File: config.mk
export PLATFORM = sky130hd
export DESIGN_NAME = i2c_regfile_target
export DESIGN_NICKNAME = d
export VERILOG_FILES = /design/src/rtl/i2c_rf_pkg.sv /design/src/rtl/i2c_rf_sync.sv /design/src/rtl/i2c_rf_wdog.sv /design/src/rtl/i2c_rf_fsm.sv /design/src/rtl/i2c_regfile_target.sv
export SDC_FILE = /design/constraint.sdc
export NUM_CORES = 1
export LEC_CHECK = 0
export CORE_ASPECT_RATIO = 1.5
export CORE_UTILIZATION = 40
export DETAILED_ROUTE_END_ITERATION = 10
export HOLD_SLACK_MARGIN = 0.03
export PLACE_DENSITY = 0.58
export REMOVE_ABC_BUFFERS = 1
export SYNTH_ARGS = -nofsm -noshare
export SYNTH_HDL_FRONTEND = slang
export SYNTH_SLANG_ARGS = --single-unit
File: constraint.sdc
create_clock -name clk_i -period 3.6 [get_ports clk_i]
set_input_delay 0.72 -clock clk_i [delete_from_list [all_inputs] [get_ports clk_i]]
set_output_delay 0.72 -clock clk_i [all_outputs]
set_load 0.02 [all_outputs]
File: src/rtl/i2c_rf_pkg.sv
package i2c_rf_pkg;
  typedef enum logic [3:0] {
    ST_IDLE, ST_ADDR, ST_ADDR_ACK, ST_PTR, ST_PTR_ACK,
    ST_WR, ST_WR_ACK, ST_RD, ST_RD_ACK, ST_WAIT
  } st_e;
endpackage

File: src/rtl/i2c_rf_sync.sv
module i2c_rf_sync #(
  parameter int STAGES = 2
) (
  input  logic clk_i,
  input  logic rst_ni,
  input  logic scl_i,
  input  logic sda_i,
  output logic scl_o,
  output logic sda_o,
  output logic scl_rise_o,
  output logic scl_fall_o,
  output logic start_o,
  output logic stop_o
);
  logic [STAGES-1:0] scl_p, sda_p;
  logic scl_q, sda_q;

  always_ff @(posedge clk_i or negedge rst_ni) begin
    if (!rst_ni) begin
      scl_p <= '1;
      sda_p <= '1;
      scl_q <= 1'b1;
      sda_q <= 1'b1;
    end else begin
      scl_p <= {scl_p[STAGES-2:0], scl_i};
      sda_p <= {sda_p[STAGES-2:0], sda_i};
      scl_q <= scl_p[STAGES-1];
      sda_q <= sda_p[STAGES-1];
    end
  end

  assign scl_o      = scl_p[STAGES-1];
  assign sda_o      = sda_p[STAGES-1];
  assign scl_rise_o = scl_o & ~scl_q;
  assign scl_fall_o = ~scl_o & scl_q;
  assign start_o    = scl_o & scl_q & sda_q & ~sda_o;
  assign stop_o     = scl_o & scl_q & ~sda_q & sda_o;
endmodule

File: src/rtl/i2c_rf_wdog.sv
module i2c_rf_wdog #(
  parameter int unsigned LIMIT = 25_000_000
) (
  input  logic clk_i,
  input  logic rst_ni,
  input  logic run_i,
  input  logic clr_i,
  output logic expire_o
);
  localparam int CW = $clog2(LIMIT + 1);
  logic [CW-1:0] cnt;

  always_ff @(posedge clk_i or negedge rst_ni) begin
    if (!rst_ni)                cnt <= '0;
    else if (!run_i || clr_i)   cnt <= '0;
    else if (cnt != CW'(LIMIT)) cnt <= cnt + 1'b1;
  end

  assign expire_o = run_i && !clr_i && (cnt == CW'(LIMIT));
endmodule

File: src/rtl/i2c_rf_fsm.sv
module i2c_rf_fsm
  import i2c_rf_pkg::*;
#(
  parameter logic [6:0] DEV_ADDR  = 7'h52,
  parameter int         AW        = 4,
  parameter logic [AW-1:0] RSVD_ADDR = AW'(13)
) (
  input  logic          clk_i,
  input  logic          rst_ni,
  input  logic          sda_i,
  input  logic          scl_rise_i,
  input  logic          scl_fall_i,
  input  logic          start_i,
  input  logic          stop_i,
  input  logic          abort_i,
  input  logic [7:0]    rdata_i,
  output logic          sda_oe_o,
  output logic          wr_o,
  output logic [AW-1:0] addr_o,
  output logic [7:0]    wdata_o,
  output logic          busy_o
);
  st_e st;
  logic [3:0]    cnt;
  logic [7:0]    sh, tx, rd_byte;
  logic [AW-1:0] ptr;
  logic          rw, mack;

  assign rd_byte = (ptr == RSVD_ADDR) ? 8'h00 : rdata_i;

  always_ff @(posedge clk_i or negedge rst_ni) begin
    if (!rst_ni) begin
      st <= ST_IDLE; cnt <= '0; sh <= '0; tx <= '0; ptr <= '0;
      rw <= 1'b0; mack <= 1'b0; sda_oe_o <= 1'b0; wr_o <= 1'b0; wdata_o <= '0;
    end else begin
      wr_o <= 1'b0;
      if (abort_i) begin
        st <= ST_IDLE; sda_oe_o <= 1'b0;
      end else if (start_i) begin
        st <= ST_ADDR; cnt <= '0; sda_oe_o <= 1'b0;
      end else if (stop_i) begin
        st <= ST_IDLE; sda_oe_o <= 1'b0;
      end else begin
        unique case (st)
          ST_ADDR, ST_PTR, ST_WR: begin
            if (scl_rise_i && cnt != 4'd8) begin
              sh  <= {sh[6:0], sda_i};
              cnt <= cnt + 1'b1;
            end else if (scl_fall_i && cnt == 4'd8) begin
              cnt <= '0;
              if (st == ST_ADDR) begin
                if (sh[7:1] == DEV_ADDR) begin
                  rw <= sh[0]; sda_oe_o <= 1'b1; st <= ST_ADDR_ACK;
                end else begin
                  st <= ST_WAIT;
                end
              end else if (st == ST_PTR) begin
                ptr <= sh[AW-1:0]; sda_oe_o <= 1'b1; st <= ST_PTR_ACK;
              end else begin
                wr_o     <= (ptr != RSVD_ADDR);
                wdata_o  <= sh;
                sda_oe_o <= 1'b1;
                st       <= ST_WR_ACK;
              end
            end
          end
          ST_ADDR_ACK: if (scl_fall_i) begin
            if (rw) begin
              tx <= rd_byte; sda_oe_o <= ~rd_byte[7]; st <= ST_RD;
            end else begin
              sda_oe_o <= 1'b0; st <= ST_PTR;
            end
          end
          ST_PTR_ACK: if (scl_fall_i) begin
            sda_oe_o <= 1'b0; st <= ST_WR;
          end
          ST_WR_ACK: if (scl_fall_i) begin
            sda_oe_o <= 1'b0; ptr <= ptr + 1'b1; st <= ST_WR;
          end
          ST_RD: if (scl_fall_i) begin
            if (cnt == 4'd7) begin
              cnt <= '0; sda_oe_o <= 1'b0; ptr <= ptr + 1'b1; st <= ST_RD_ACK;
            end else begin
              cnt      <= cnt + 1'b1;
              tx       <= {tx[6:0], 1'b0};
              sda_oe_o <= ~tx[6];
            end
          end
          ST_RD_ACK: begin
            if (scl_rise_i) mack <= ~sda_i;
            else if (scl_fall_i) begin
              if (mack) begin
                tx <= rd_byte; sda_oe_o <= ~rd_byte[7]; st <= ST_RD;
              end else begin
                st <= ST_WAIT;
              end
            end
          end
          default: ;
        endcase
      end
    end
  end

  assign addr_o = ptr;
  assign busy_o = (st != ST_IDLE);
endmodule

File: src/rtl/i2c_regfile_target.sv
module i2c_regfile_target #(
  parameter logic [6:0]    DEV_ADDR    = 7'h52,
  parameter int            AW          = 4,
  parameter logic [AW-1:0] RSVD_ADDR   = AW'(13),
  parameter int unsigned   WDOG_CYCLES = 25_000_000,
  parameter int            SYNC_STAGES = 2
) (
  input  logic          clk_i,
  input  logic          rst_ni,
  input  logic          scl_i,
  input  logic          sda_i,
  output logic          sda_oe_o,
  output logic          reg_wr_o,
  output logic [AW-1:0] reg_addr_o,
  output logic [7:0]    reg_wdata_o,
  input  logic [7:0]    reg_rdata_i
);
  logic scl_s, sda_s, scl_rise, scl_fall, start_det, stop_det, wdog_exp, busy;

  i2c_rf_sync #(.STAGES(SYNC_STAGES)) u_sync (
    .clk_i, .rst_ni, .scl_i, .sda_i,
    .scl_o(scl_s), .sda_o(sda_s), .scl_rise_o(scl_rise), .scl_fall_o(scl_fall),
    .start_o(start_det), .stop_o(stop_det)
  );

  i2c_rf_wdog #(.LIMIT(WDOG_CYCLES)) u_wdog (
    .clk_i, .rst_ni, .run_i(busy), .clr_i(start_det), .expire_o(wdog_exp)
  );

  i2c_rf_fsm #(.DEV_ADDR(DEV_ADDR), .AW(AW), .RSVD_ADDR(RSVD_ADDR)) u_fsm (
    .clk_i, .rst_ni, .sda_i(sda_s), .scl_rise_i(scl_rise), .scl_fall_i(scl_fall),
    .start_i(start_det), .stop_i(stop_det), .abort_i(wdog_exp), .rdata_i(reg_rdata_i),
    .sda_oe_o, .wr_o(reg_wr_o), .addr_o(reg_addr_o), .wdata_o(reg_wdata_o), .busy_o(busy)
  );
endmodule

Yosys cells after proc, flatten, opt, wreduce, memory -nomap -nowiden
Cells that the tools add are included.

Logic and storage cells: 170. Register bits after elaboration: 70. Output and inout bits: 14. Input port bits: 12.

Multiplexer cells: 67. Bitwise logic cells: 19. Eq/ne operators: 42. Reductions and logical operators: 24. Add/subtract/negate cells: 3.

Operator list (number): $mux W4 (27); $mux W25 (2); $mux W7 (7); $ne A5 B3 Y1 const B (6); $add A25 B1 Y25 const B (1); $eq A25 B25 Y1 const B (1); $ne A25 B25 Y1 const B (1); $mux W1 (23); $reduce_and A11 Y1 (2); $pmux W7 S3 (1); $eq A4 B3 Y1 const B (5); $ne A2 B1 Y1 const B (10); $pmux W4 S5 (1); $reduce_and A8 Y1 (2); $reduce_and A5 Y1 (3); $eq A4 B4 Y1 const B (3); $not A1 Y1 (12); $pmux W4 S3 (1); $reduce_and A10 Y1 (1); $reduce_and A9 Y1 (1); $reduce_bool A3 Y1 (3); $add A4 B1 Y4 const B (2); $eq A4 B2 Y1 const B (2); $mux W8 (1); 23 further kinds (37).

Longest topological paths before layout
Gate-level depths: netlist of the first run.

Depth after elaboration: 10. Gate-level depth with buffers: 8. Mapped depth without buffers: 7.

Modules after synthesis
From an unflattened synthesis of the first run, not the netlist that was laid out.

Cells, all modules: 381. Area, all modules: 3831.2 um^2.

Modules (own cells, without submodules): i2c_rf_fsm (cells an instance 225, sequential area each 975.9 um^2, area an instance 2283.4 um^2, times used 1); i2c_rf_wdog (cells an instance 146, sequential area each 625.6 um^2, area an instance 1357.6 um^2, times used 1); i2c_rf_sync (cells an instance 10, sequential area each 157.7 um^2, area an instance 190.2 um^2, times used 1).

Least setup slack after synthesis of the first run
OpenSTA, ideal clock, no wires.

Kind: register to register. From: register u_fsm.cnt[0]. To: register u_fsm.sh[0]. Buffers on the path: 0. Period minus slack after synthesis: 2.164 ns. Stages on the path, launching flop included: 7. Setup time: 0.125 ns. Path slack: 1.436 ns. Data required time: 3.475 ns. Arrival: 2.039 ns. Cells stage by stage: dfrtp_1 inv_1 ha_1 and3b_1 or4_4 nor3_4 mux2_2.

Longest elaborated chain between the ends: 3.

RTL lines: start: declaration (RTL line i2c_rf_fsm.sv:24) `logic [3:0] cnt;`; start signal: assignment (RTL line i2c_rf_fsm.sv:48) `cnt <= cnt + 1'b1;`; start signal: assignment (RTL line i2c_rf_fsm.sv:84) `cnt <= cnt + 1'b1;`; $ne A4 B4 Y1 (RTL line i2c_rf_fsm.sv:46) `if (scl_rise_i && cnt != 4'd8) begin`; $logic_and A1 B1 Y1 (RTL line i2c_rf_fsm.sv:46); $reduce_and A5 Y1 (no line); end signal: assignment (RTL line i2c_rf_fsm.sv:47) `sh <= {sh[6:0], sda_i};`; end: declaration (RTL line i2c_rf_fsm.sv:25) `logic [7:0] sh, tx, rd_byte;`.

No other way between the ends. A chain may end at the register's enable or synchronous reset.

Final worst setup path of the first run
From: register u_sync.sda_p[1]. To: register u_fsm.sh[2].

Longest elaborated chain between the ends: 7. Elaborated cells between the ends (all ways): 10. Those cells by class: bitwise: 6; reduce/logical: 4.

RTL lines: start: declaration (RTL line i2c_rf_sync.sv:15) `logic [STAGES-1:0] scl_p, sda_p;`; start signal: assignment (RTL line i2c_rf_sync.sv:26) `sda_p <= {sda_p[STAGES-2:0], sda_i};`; $not A1 Y1 (RTL line i2c_rf_sync.sv:36) `assign start_o = scl_o & scl_q & sda_q & ~sda_o;`; $and A1 B1 Y1 (RTL line i2c_rf_sync.sv:36); $logic_not A1 Y1 (RTL line i2c_rf_wdog.sv:19) `assign expire_o = run_i && !clr_i && (cnt == CW'(LIMIT));`; $logic_and A1 B1 Y1 (2 in a row) (RTL line i2c_rf_wdog.sv:19); $not A1 Y1 (no line); $reduce_and A5 Y1 (no line) *.

Every way passes the cells marked *; elsewhere a longest branch is shown, timed or not.

==> results.yml, run 1 <==
timing:
  fmax_mhz: 394
  final-max-slew-violation-count: 0
  tightest_slew_ns: 0.845
  final_period_minus_worst_setup_slack_ns: 2.54
  timing.slew.headroom_pct: 43.2
  fraction_of_the_cycle_the_final_worst_path_needs_pct: 70.5
  rsz0062_at_grt: "false"
  fin_worst_hold_slack_ns: 0.355
  totalNegativeSetupSlack_ns: 0
  clock-skew-final_ns: 0.00424
  report.final.hold_viol_count: 0
  setup_violations: 0
synth:
  synthFlopType: "sky130_fd_sc_hd__dfrtp_1"
  postSynth.asyncResetShare_pct: 100
  synth_top_family_by_area: "simple AND/OR/NAND/NOR gates"
  seq_area_frac_synth_pct: 46.7
  post_synth_edffs: 0
  post_synth_xor_area_fraction_pct: 5.12
  post_synth_fa_ha_maj_area_fraction_pct: 1.99
  post_synth_instance_area_mm2: 0.00377
  post_synth_num_cell_types: 68
  yosys_register_bits: 70
  post_synth_mux_area_share_pct: 8.21
  yosys.area_share.simple_pct: 22.3
  synth-compound-area-share_pct: 12.4
  postSynthCellCount: 369
  synthesis.area_per_instance_um2: 10.2
  synth-warning-count: 0
power_and_ir_drop:
  static-leakage-power_nw: 1.84
  ir_drop_mv: 0.291
  powerDensity_mw_per_mm2: 505
clocking:
  cts_inserted_buffers: 9
  postCtsSetupRepairBufs: 0
  cts.sink_count: 70
  postCtsResizedCells: 0
  cts_hold_repair.buffers: 0
  worst_skew_pair.late_latency_ns: 0.33
  clock_tree.htree_level_count: 3
  clockRootBuffer: "sky130_fd_sc_hd__clkbuf_16"
  clk_pin_slew_ns: 0.06
  cts_buffer_depth: 2
  tritoncts: "built"
critical_path:
  crit_path_cell_trace: "nand4b_1 > o41ai_4 > buf_4 > nor3_2 > nor3_4 > mux2_2"
  worst_path_dominant_cell_family: "simple AND/OR/NAND/NOR gates"
  worst-endpoint-required_ns: 3.81
  path_class: "flip-flop to flip-flop"
  cp.arrival_ns: 2.75
  critical_path.slowest_cell: "sky130_fd_sc_hd__nor3_2"
  critPathMaxStageDelay_ns: 0.72
  critical_path.n_buffers_inverters: 1
  worst_setup_path_start_kind: "flip-flop"
  worst_setup_path_end_kind: "flip-flop"
  cp_max_fo: 27
grt:
  grt_util_met1_pct: 23.5
  gr_ovfl_total: 0
  globalRouteMet3Util_pct: 3.77
  gr-usage-met2_pct: 31.3
  grt_first_pass_wirelength_um: 14100
  grt_max_degree: 32
  grt_use_total_pct: 19.0
  antenna_violations_before_repair: 0
  grt_pass1_vias: 2813
  top_usage_layer_grt: "met2"
drt:
  drt_pre_antenna_iters: 4
  post_drt_via_cell_ratio: 5.60
  iter_0_drt_violations: 192
  number_of_nets_with_antenna_violations_after_routing: 0
  detail_route.wl_per_cell_um: 16.5
  vias: 2862
  route.detailed.drc: 0
  totalWireLength_um: 8410
layout:
  layout-drive-gt1-share_pct: 15.3
  fillers: 862
  nets: 412
  layout-area-overhead-vs-synth_pct: 18.4
  antenna_cells_inserted: 0
  leading_cell_types_in_the_layout_fill_and_taps_excluded: "64 x sky130_fd_sc_hd__dfrtp_1, 44 x sky130_fd_sc_hd__nor2_1, 24 x sky130_fd_sc_hd__clkdlybuf4s50_1, 23 x sky130_fd_sc_hd__mux2_2, 19 x sky130_fd_sc_hd__nand2_1"
  layout_commonest_cell: "sky130_fd_sc_hd__dfrtp_1"
placement:
  hpwlAfterDp_um: 5910
  port-buffer-count: 25
  gp_congestion: 0.895
floorplan:
  core.rowCount: 43
  die_w_um: 81.2
  num_io_pins: 26
  die_height_um: 121
  start_util_pct: 40.9
  design.core.area_mm2: 0.00920
  fp.dieArea_mm2: 0.00982
min_path:
  hold_class: "flip-flop to flip-flop"
run_status:
  status: "finished clean"
run:
  max_capacitance_violation_count: 0
final timing paths:
check                           startpoint                to  cells past startpoint  slack [ns]
max in group asynchronous           rst_ni      u_sync.scl_q                      2        2.39
min                        u_sync.scl_p[0]   u_sync.scl_p[1]                      0        0.35
min reg2reg                u_sync.scl_p[0]   u_sync.scl_p[1]                      0        0.35
max reg2reg                u_sync.sda_p[1]       u_fsm.sh[2]                      6        1.06
max                        u_sync.sda_p[1]       u_fsm.sh[2]                      6        1.06
min in group asynchronous           rst_ni  u_fsm.wdata_o[7]                      1        0.43
report_power, final:
part / leakage, nW / internal [mW] / switching [mW]
Clock: 0.172 / 0.694 / 0.333
Sequential: 0.951 / 0.835 / 0.0761
Combinational: 0.715 / 0.129 / 0.187
Total: 1.84 / 1.66 / 0.596
metrics by stage:
stage / std cells / util (%) / total power [mW] / worst slack [ns] / cell area, um2
after global placement: 495 / 44.7 / 1.23 / 1.06 / 4110
after CTS: 511 / 48.5 / 2.28 / 1.04 / 4460
after floorplan: 355 / - / 1.12 / 0.991 / 3700
final: 511 / 48.5 / 2.25 / 1.06 / 4460
after detailed placement: 495 / 44.7 / 1.24 / 1.05 / 4110
after global routing: 511 / 48.5 / 2.35 / 0.893 / 4460
Yosys cell counts (2+ instances only):
cell type                   count  area, um2
sky130_fd_sc_hd__a211oi_1       3       22.5
sky130_fd_sc_hd__a21o_1         2       15.0
sky130_fd_sc_hd__a21oi_1       12       60.1
sky130_fd_sc_hd__a22o_1         5       43.8
sky130_fd_sc_hd__a2bb2oi_1      3       26.3
sky130_fd_sc_hd__a311oi_1       2       17.5
sky130_fd_sc_hd__a31oi_1        4       25.0
sky130_fd_sc_hd__and2_1         2       12.5
sky130_fd_sc_hd__and3b_1        3       26.3
sky130_fd_sc_hd__and4_1         5       43.8
sky130_fd_sc_hd__buf_2          5       25.0
sky130_fd_sc_hd__clkbuf_1       6       22.5
sky130_fd_sc_hd__dfrtp_1       64       1600
sky130_fd_sc_hd__dfstp_2        6        158
sky130_fd_sc_hd__ha_1           6       75.1
sky130_fd_sc_hd__inv_1         16       60.1
sky130_fd_sc_hd__mux2_2        23        259
sky130_fd_sc_hd__mux2i_1        5       50.1
sky130_fd_sc_hd__nand2_1       19       71.3
sky130_fd_sc_hd__nand2b_1       7       43.8
sky130_fd_sc_hd__nand3_1       14       70.1
sky130_fd_sc_hd__nand3b_1       3       22.5
sky130_fd_sc_hd__nand4_1        4       25.0
sky130_fd_sc_hd__nor2_1        44        165
sky130_fd_sc_hd__nor2b_1        2       12.5
sky130_fd_sc_hd__nor3_1        14       70.1
sky130_fd_sc_hd__nor3b_1        2       15.0
sky130_fd_sc_hd__nor4_1        11       68.8
sky130_fd_sc_hd__nor4b_1        2       17.5
sky130_fd_sc_hd__o211ai_1       2       15.0
sky130_fd_sc_hd__o21a_1         2       15.0
sky130_fd_sc_hd__o21ai_0       10       50.1
sky130_fd_sc_hd__o31ai_1        3       22.5
sky130_fd_sc_hd__or3_1          4       25.0
sky130_fd_sc_hd__xnor2_1       15        131
sky130_fd_sc_hd__xor2_1         7       61.3
flip-flops by register name, summed over array words and instances (netlist names):
signal	count
u_sync.sda_q	1
u_wdog.cnt	25
u_fsm.st	4
u_fsm.cnt	4
u_sync.sda_p	2
u_fsm.sda_oe_o	1
u_fsm.mack	1
u_sync.scl_q	1
u_fsm.tx	7
u_fsm.sh	8
u_sync.scl_p	2
u_fsm.addr_o	4
u_fsm.rw	1
u_fsm.wdata_o	8
u_fsm.wr_o	1
cell families (layout without fill, tap and decap cells):
| kind of cell | Yosys count | count (layout) |
|---|---|---|
| buf+inv | 30 | 60 |
| flops | 70 | 70 |
| mux | 28 | 28 |
| xor+xnor | 22 | 22 |
| simple gates | 151 | 151 |
| compound gates | 62 | 62 |
| fa+ha+maj | 6 | 6 |
final cells by class:
| type | instances | area, um2 | share of cell area, % |
|---|---|---|---|
| Clock inverter | 6 | 109 | 2.44 |
| Tap cell | 112 | 140 | 3.14 |
| Inverter | 16 | 60.1 | 1.35 |
| Clock buffer | 10 | 239 | 5.36 |
| Multi-Input combinational cell | 269 | 1880 | 42.2 |
| Timing Repair Buffer | 28 | 268 | 6.01 |
| Sequential cell | 70 | 1760 | 39.5 |
metal layers:
| layer | share of wire [%] | wire length [um] | vias to the layer above |
|---|---|---|---|
| met4 | 2.2 | 189 | 0 |
| li1 | - | - | 1391 |
| met3 | 3.1 | 257 | 13 |
| met1 | 44 | 3700 | 1403 |
| met5 | 0 | 0 | - |
| met2 | 51 | 4260 | 55 |
No activity file was read; power rests on OpenSTA's default activity.
==> inputs of run 2 (changes only) <==
--- a/config.mk
+++ b/config.mk
@@ -9,7 +9,7 @@
 export CORE_UTILIZATION = 40
 export DETAILED_ROUTE_END_ITERATION = 10
 export HOLD_SLACK_MARGIN = 0.03
-export PLACE_DENSITY = 0.58
+export PLACE_DENSITY = 0.6
 export REMOVE_ABC_BUFFERS = 1
 export SYNTH_ARGS = -nofsm -noshare
 export SYNTH_HDL_FRONTEND = slang
==> constraint.sdc (replaced) <==
create_clock -name clk_i -period 2.1 [get_ports clk_i]
set_input_delay 0.42 -clock clk_i [delete_from_list [all_inputs] [get_ports clk_i]]
set_output_delay 0.42 -clock clk_i [all_outputs]
set_load 0.02 [all_outputs]
==> run 2 against run 1 <==
  * Maximum frequency up 20%
  * Worst setup slack worse by 1.1 ns
  * Power up 73%
  * Critical path depth up 1
  * The flow now finishes with violations (negative setup slack)
  * Sequential power up 69%
  * Flip-flop and latch count unchanged
  * Clock-buffer cell count up 1
  * Register-to-register slack worse by 1.1 ns
  * Cell count up 14%
  * Routed wire length up 14%
  * Critical path type unchanged
  * Sequential share of layout area down 5.0 points
  * Via count up 12%
==> results.yml, run 2 (synthesis results as in run 1) <==
layout:
  layout_commonest_cell: "sky130_fd_sc_hd__buf_4"
  finalInstanceArea_mm2: 0.00511
  regArea_mm2: 0.00176
  antenna_cells_inserted: 0
  layout-drive-gt1-share_pct: 31.8
  layout-area-overhead-vs-synth_pct: 35.8
  leading_cell_types_in_the_layout_fill_and_taps_excluded: "68 x sky130_fd_sc_hd__buf_4, 62 x sky130_fd_sc_hd__dfrtp_1, 43 x sky130_fd_sc_hd__nor2_1, 24 x sky130_fd_sc_hd__clkdlybuf4s50_1, 19 x sky130_fd_sc_hd__nand2_1"
  fillers: 803
  regMostFlops: "u_wdog.cnt"
  reg_top3: "u_wdog.cnt (25), u_fsm.sh (8), u_fsm.wdata_o (8)"
  largest_register_ffs: 25
  multi_input_area_mm2: 0.00203
  nets: 482
placement:
  pre_cts_ws_ns: -0.125
  detailed_place.area_mm2: 0.00465
  port-buffer-count: 25
  hpwlAfterDp_um: 6740
  gp_congestion: 0.876
timing:
  timing.slew.headroom_pct: 65.4
  fin_worst_hold_slack_ns: 0.0896
  clock-skew-final_ns: 0.00546
  setup_slack_ns: -0.0246
  fmax_mhz: 471
  fraction_of_the_cycle_the_final_worst_path_needs_pct: 101
  totalNegativeSetupSlack_ns: -0.110
  report.final.hold_viol_count: 0
  final_period_minus_worst_setup_slack_ns: 2.12
  final-max-slew-violation-count: 0
  setup_violations: 6
  rsz0062_at_grt: "true"
  tightest_slew_ns: 0.518
drt:
  drt_pre_antenna_iters: 4
  iter_0_drt_violations: 142
  vias: 3201
  drt-met1-wl_um: 3900
  top_layer_used_by_detailed_routing: "met4"
  post_drt_via_cell_ratio: 5.51
  totalWireLength_um: 9620
  wl_met2_um: 5050
  detail_route.wl_per_cell_um: 16.5
  route.detailed.drc: 0
  met3_length_um: 287
  number_of_nets_with_antenna_violations_after_routing: 0
run:
  max_capacitance_violation_count: 0
floorplan:
  start_util_pct: 40.9
  fp.dieArea_mm2: 0.00982
  die_w_um: 81.2
  design.core.area_mm2: 0.00920
  num_io_pins: 26
  core.rowCount: 43
  die_height_um: 121
grt:
  gr_ovfl_total: 0
  grt_first_pass_wirelength_um: 15900
  grt_pass1_vias: 3360
  grt_use_total_pct: 21.6
  antenna_violations_before_repair: 0
  grt_max_degree: 71
power_and_ir_drop:
  power_mw: 3.89
  static-leakage-power_nw: 2.22
  ir_drop_mv: 0.499
  powerDensity_mw_per_mm2: 760
clocking:
  clk_pin_slew_ns: 0.06
  cts_inserted_buffers: 9
  cts_buffer_depth: 2
  clockRootBuffer: "sky130_fd_sc_hd__clkbuf_16"
  worst_skew_pair.late_latency_ns: 0.34
  cts.sink_count: 70
  clock_tree.htree_level_count: 3
  tritoncts: "built"
critical_path:
  cp_max_fo: 5
  cp.arrival_ns: 2.34
  worst_setup_path_start_kind: "flip-flop"
  reg2reg_depth: 7
  path_class: "flip-flop to flip-flop"
  worst-endpoint-required_ns: 2.32
  worst_setup_path_end_kind: "flip-flop"
run_status:
  violations_in_the_final_reports: "negative setup slack"
  status: "complete, but fails checks"
min_path:
  hold_class: "input port to asynchronous set/reset pin"
## run 2: worst max-delay path, stage by stage, from the launching register on
cell and delay (ns):
sky130_fd_sc_hd__dfrtp_1 0.38, sky130_fd_sc_hd__nor4b_2 0.27, sky130_fd_sc_hd__buf_4 0.14, sky130_fd_sc_hd__nand4_1 0.17, sky130_fd_sc_hd__or3_4 0.44, sky130_fd_sc_hd__buf_6 0.15
sky130_fd_sc_hd__nand3_4 0.13, sky130_fd_sc_hd__mux2_4 0.32
## run 2: cell type report
class | count | share of cell area, %
multi-input combinational | 270 | 39.7
clock buffer | 11 | 4.75
clock inverter | 5 | 1.15
timing repair buffer | 97 | 16.0
sequential | 70 | 34.5
inverter | 16 | 1.17
tap | 112 | 2.74
## run 2: what timing repair did
action / 4_1_cts / 5_1_grt
hold buffers: 0 / 0
gates cloned: 1 / 0
setup endpoints to repair: 29 / 37
pin swaps: 3 / 6
resized for setup: 9 / 27
setup buffers: 0 / 3
## run 2: path summary, 6_finish.rpt
kind / from / slack, ns / endpoint
max: u_wdog.cnt[9] / -0.02 / u_fsm.wdata_o[6]
min: rst_ni / 0.09 / u_fsm.st[1]
max reg2reg: u_wdog.cnt[9] / -0.02 / u_fsm.wdata_o[6]
min reg2reg: u_sync.sda_p[0] / 0.35 / u_sync.sda_p[1]
max in group asynchronous: rst_ni / 1.68 / u_sync.sda_p[0]
min in group clk_i: u_sync.sda_p[0] / 0.35 / u_sync.sda_p[1]
## run 2: power by group
part | internal, mW | total (mW) | switching [mW]
Sequential | 1.43 | 1.54 | 0.106
Clock | 0.951 | 1.53 | 0.578
Combinational | 0.389 | 0.823 | 0.434
Total | 2.77 | 3.89 | 1.12
## run 2: per-layer routing
metal | GRT usage, % | vias up
met2 | 37.5 | 74
li1 | - | 1535
met3 | 4.38 | 28
met1 | 23.6 | 1564
met5 | 0 | -
met4 | 12.8 | 0
## run 2: per-stage QoR
step / instances / utilization, %
2_1_floorplan: 355 / -
3_3_place_gp: 563 / 50.5
3_5_place_dp: 563 / 50.5
4_1_cts: 580 / 54.4
5_1_grt: 581 / 55.6
6_report: 581 / 55.6
==> inputs of run 3 (changes only) <==
--- a/config.mk
+++ b/config.mk
@@ -5,6 +5,7 @@
 export SDC_FILE = /design/constraint.sdc
 export NUM_CORES = 1
 export LEC_CHECK = 0
+export ABC_AREA = 1
 export CORE_ASPECT_RATIO = 1.5
 export CORE_UTILIZATION = 40
 export DETAILED_ROUTE_END_ITERATION = 10
==> run 3 against run 2 <==
  * The run now ends clean
  * Cell area is 4.3% lower
  * Critical path depth is 4 higher
  * Power is 45% higher
  * Combinational power grew to 2.5 times the previous value
  * Worst setup slack better by 0.20 ns
  * Maximum frequency is 10% higher
  * Die area is 8.6% higher
  * Non-clock buffer count is 59 lower
  * Clock-buffer cell count stayed put
  * Clock power is 10% higher
  * Synthesized cell count is 54% higher
  * Largest cell class unchanged
  * Largest power group is now combinational cells
==> results.yml, run 3 <==
run_status:
  status: "finished clean"
synth:
  post_synth_instance_area_mm2: 0.00410
  synth.top_cell.area_share_pct: 39.1
  seq_area_frac_synth_pct: 43.0
  postSynthCellCount: 567
  yosys_register_bits: 70
  post_synth_num_cell_types: 34
  synth_top_cell_by_area: "sky130_fd_sc_hd__dfrtp_1"
  synthMostInstantiatedCell: "sky130_fd_sc_hd__nand2_1"
  synthFlopType: "sky130_fd_sc_hd__dfrtp_1"
  synth-warning-count: 0
  post_synth_edffs: 0
  postSynth.asyncResetShare_pct: 100
  ys_top_cells_by_count: "180 x sky130_fd_sc_hd__nand2_1, 73 x sky130_fd_sc_hd__nor2_1, 64 x sky130_fd_sc_hd__dfrtp_1"
  synthesis.area_per_instance_um2: 7.22
  netlist_top_cells_area: "sky130_fd_sc_hd__dfrtp_1 39%, sky130_fd_sc_hd__nand2_1 16%, sky130_fd_sc_hd__nand3_1 7.6%, sky130_fd_sc_hd__nor2_1 6.7%, sky130_fd_sc_hd__inv_1 4.3%"
floorplan:
  die_w_um: 84.6
  num_io_pins: 26
  core.rowCount: 44
  start_util_pct: 41.8
  fp.dieArea_mm2: 0.0107
  die_height_um: 126
  design.core.area_mm2: 0.00980
critical_path:
  cp.arrival_ns: 2.14
  worst_setup_path_end_kind: "flip-flop"
  critical_path.slowest_cell: "sky130_fd_sc_hd__dfrtp_1"
  crit_path_cell_trace: "inv_1 > ha_1 > nand2_1 > nor2_1 > nand2_1 > nand2_1 > nand3_1 > nor2_2 > nand2_2 > nand2_1 > nand2_1"
  path_class: "flip-flop to flip-flop"
  crit_top_cell: "sky130_fd_sc_hd__nand2_1"
  worst-endpoint-required_ns: 2.32
  critPathMaxStageDelay_ns: 0.41
  worst_setup_path_start_kind: "flip-flop"
  critical_path.n_buffers_inverters: 1
  worst_path_dominant_cell_family: "simple AND/OR/NAND/NOR gates"
  cp_max_fo: 5
  reg2reg_from: "u_fsm.cnt[0]"
  worst_setup_path_startpoint: "u_fsm.cnt[0]"
layout:
  largest_register_ffs: 25
  layout-drive-gt1-share_pct: 13.0
  fin_cells: 731
  antenna_cells_inserted: 0
  reg_top3: "u_wdog.cnt (25), u_fsm.sh (8), u_fsm.wdata_o (8)"
  layout_commonest_cell: "sky130_fd_sc_hd__nand2_1"
  fillers: 970
  leading_cell_types_in_the_layout_fill_and_taps_excluded: "179 x sky130_fd_sc_hd__nand2_1, 72 x sky130_fd_sc_hd__nor2_1, 64 x sky130_fd_sc_hd__dfrtp_1, 62 x sky130_fd_sc_hd__nand3_1, 47 x sky130_fd_sc_hd__inv_1"
  multi_input_area_mm2: 0.00208
  layout-area-overhead-vs-synth_pct: 19.5
  regArea_mm2: 0.00176
  nets: 629
  layout.core_utilization_pct: 49.9
  finalInstanceArea_mm2: 0.00489
  regMostFlops: "u_wdog.cnt"
drt:
  number_of_nets_with_antenna_violations_after_routing: 0
  detail_route.wl_per_cell_um: 14.1
  totalWireLength_um: 10300
  vias: 3753
  drt_pre_antenna_iters: 4
  iter_0_drt_violations: 137
  post_drt_via_cell_ratio: 5.13
  route.detailed.drc: 0
timing:
  fraction_of_the_cycle_the_final_worst_path_needs_pct: 91.7
  clock-skew-final_ns: 0.00439
  fmax_mhz: 519
  setup_slack_ns: 0.175
  timing.slew.headroom_pct: 56.1
  report.final.hold_viol_count: 0
  final-max-slew-violation-count: 0
  rsz0062_at_grt: "false"
  fin_worst_hold_slack_ns: 0.0767
  tightest_slew_ns: 0.657
  final_period_minus_worst_setup_slack_ns: 1.93
  setup_violations: 0
  totalNegativeSetupSlack_ns: 0
grt:
  grt_use_total_pct: 20.9
  grt_max_degree: 36
  antenna_violations_before_repair: 0
  grt_first_pass_wirelength_um: 17500
  grt_pass1_vias: 3739
  gr_ovfl_total: 0
placement:
  hpwlAfterDp_um: 7700
  port-buffer-count: 25
  detailed_place.area_mm2: 0.00455
  gp_congestion: 0.921
  pre_cts_ws_ns: 0.0672
  count_of_placed_standard_cells_including_taps: 714
clocking:
  clockRootBuffer: "sky130_fd_sc_hd__clkbuf_16"
  postCtsSetupRepairBufs: 0
  clk_pin_slew_ns: 0.06
  cts.sink_count: 70
  tritoncts: "built"
  cts_inserted_buffers: 9
  clock_tree.htree_level_count: 3
  worst_skew_pair.late_latency_ns: 0.33
  cts_buffer_depth: 2
power_and_ir_drop:
  ir_drop_mv: 0.614
  power_mw: 5.62
  powerDensity_mw_per_mm2: 1150
  static-leakage-power_nw: 2.34
run:
  max_capacitance_violation_count: 0
min_path:
  hold_class: "input port to asynchronous set/reset pin"
run 3: cell types whose count changed after synthesis, moves of 8 or more:
cell and change:
sky130_fd_sc_hd__nand4_1 +8, sky130_fd_sc_hd__nor2_1 +29, sky130_fd_sc_hd__inv_1 +31, sky130_fd_sc_hd__inv_2 +9, sky130_fd_sc_hd__nand2_1 +161, sky130_fd_sc_hd__nand3_1 +48
sky130_fd_sc_hd__nor4_1 -11, sky130_fd_sc_hd__nor2_2 +8, sky130_fd_sc_hd__mux2_2 -23, sky130_fd_sc_hd__xnor2_1 -13, sky130_fd_sc_hd__o21ai_0 +11
run 3: cells by family after synthesis:
group                    share of synthesized area [%]
adder cells (fa/ha/maj)                           1.83
AO/OA/AOI/OAI                                     6.72
buffers and inverters                             6.54
flip-flops                                        43.0
AND/OR/NAND/NOR                                   40.7
XOR/XNOR                                          1.28
run 3: worst reg2reg max path: stages (launching register included):
cell                      delay (ns)
sky130_fd_sc_hd__dfrtp_1        0.41
sky130_fd_sc_hd__inv_1          0.09
sky130_fd_sc_hd__ha_1           0.15
sky130_fd_sc_hd__nand2_1        0.07
sky130_fd_sc_hd__nor2_1         0.18
sky130_fd_sc_hd__nand2_1        0.09
sky130_fd_sc_hd__nand2_1        0.19
sky130_fd_sc_hd__nand3_1        0.14
sky130_fd_sc_hd__nor2_2         0.24
sky130_fd_sc_hd__nand2_2        0.11
sky130_fd_sc_hd__nand2_1        0.09
sky130_fd_sc_hd__nand2_1        0.05
run 3: path summary, 6_finish.rpt:
check	slack [ns]	to	depth (start not counted)
worst max-delay path	0.17	u_fsm.addr_o[0]	11
worst min register to register	0.36	u_sync.sda_p[1]	0
min in group clk_i	0.36	u_sync.sda_p[1]	0
max in group asynchronous	1.34	u_sync.scl_p[0]	2
worst min-delay path	0.08	u_fsm.wdata_o[5]	1
worst max register to register	0.17	u_fsm.addr_o[0]	11
run 3: area by class of cell:
class | instances | area share (%)
Sequential cell | 70 | 36.0
Tap cell | 115 | 2.94
Clock inverter | 5 | 1.66
Timing Repair Buffer | 38 | 7.26
Multi-Input combinational cell | 434 | 42.5
Clock buffer | 11 | 5.17
Inverter | 58 | 4.50
run 3: report_power, final:
part,internal [mW],switching [mW]
logic,0.767,1.31
clock network,1.10,0.587
registers,1.61,0.247
run 3: what timing repair did:
item | CTS | global route
hold buffers | 0 | 0
resized for setup | 0 | 2
setup endpoints to repair | 0 | 22
hold endpoints to repair | 0 | 0
run 3: layer usage:
layer / GRT usage, % / wire length, um
met4: 11.4 / 332
met1: 23.9 / 4280
met5: 0 / 0
met2: 36.9 / 5460
met3: 3.41 / 228
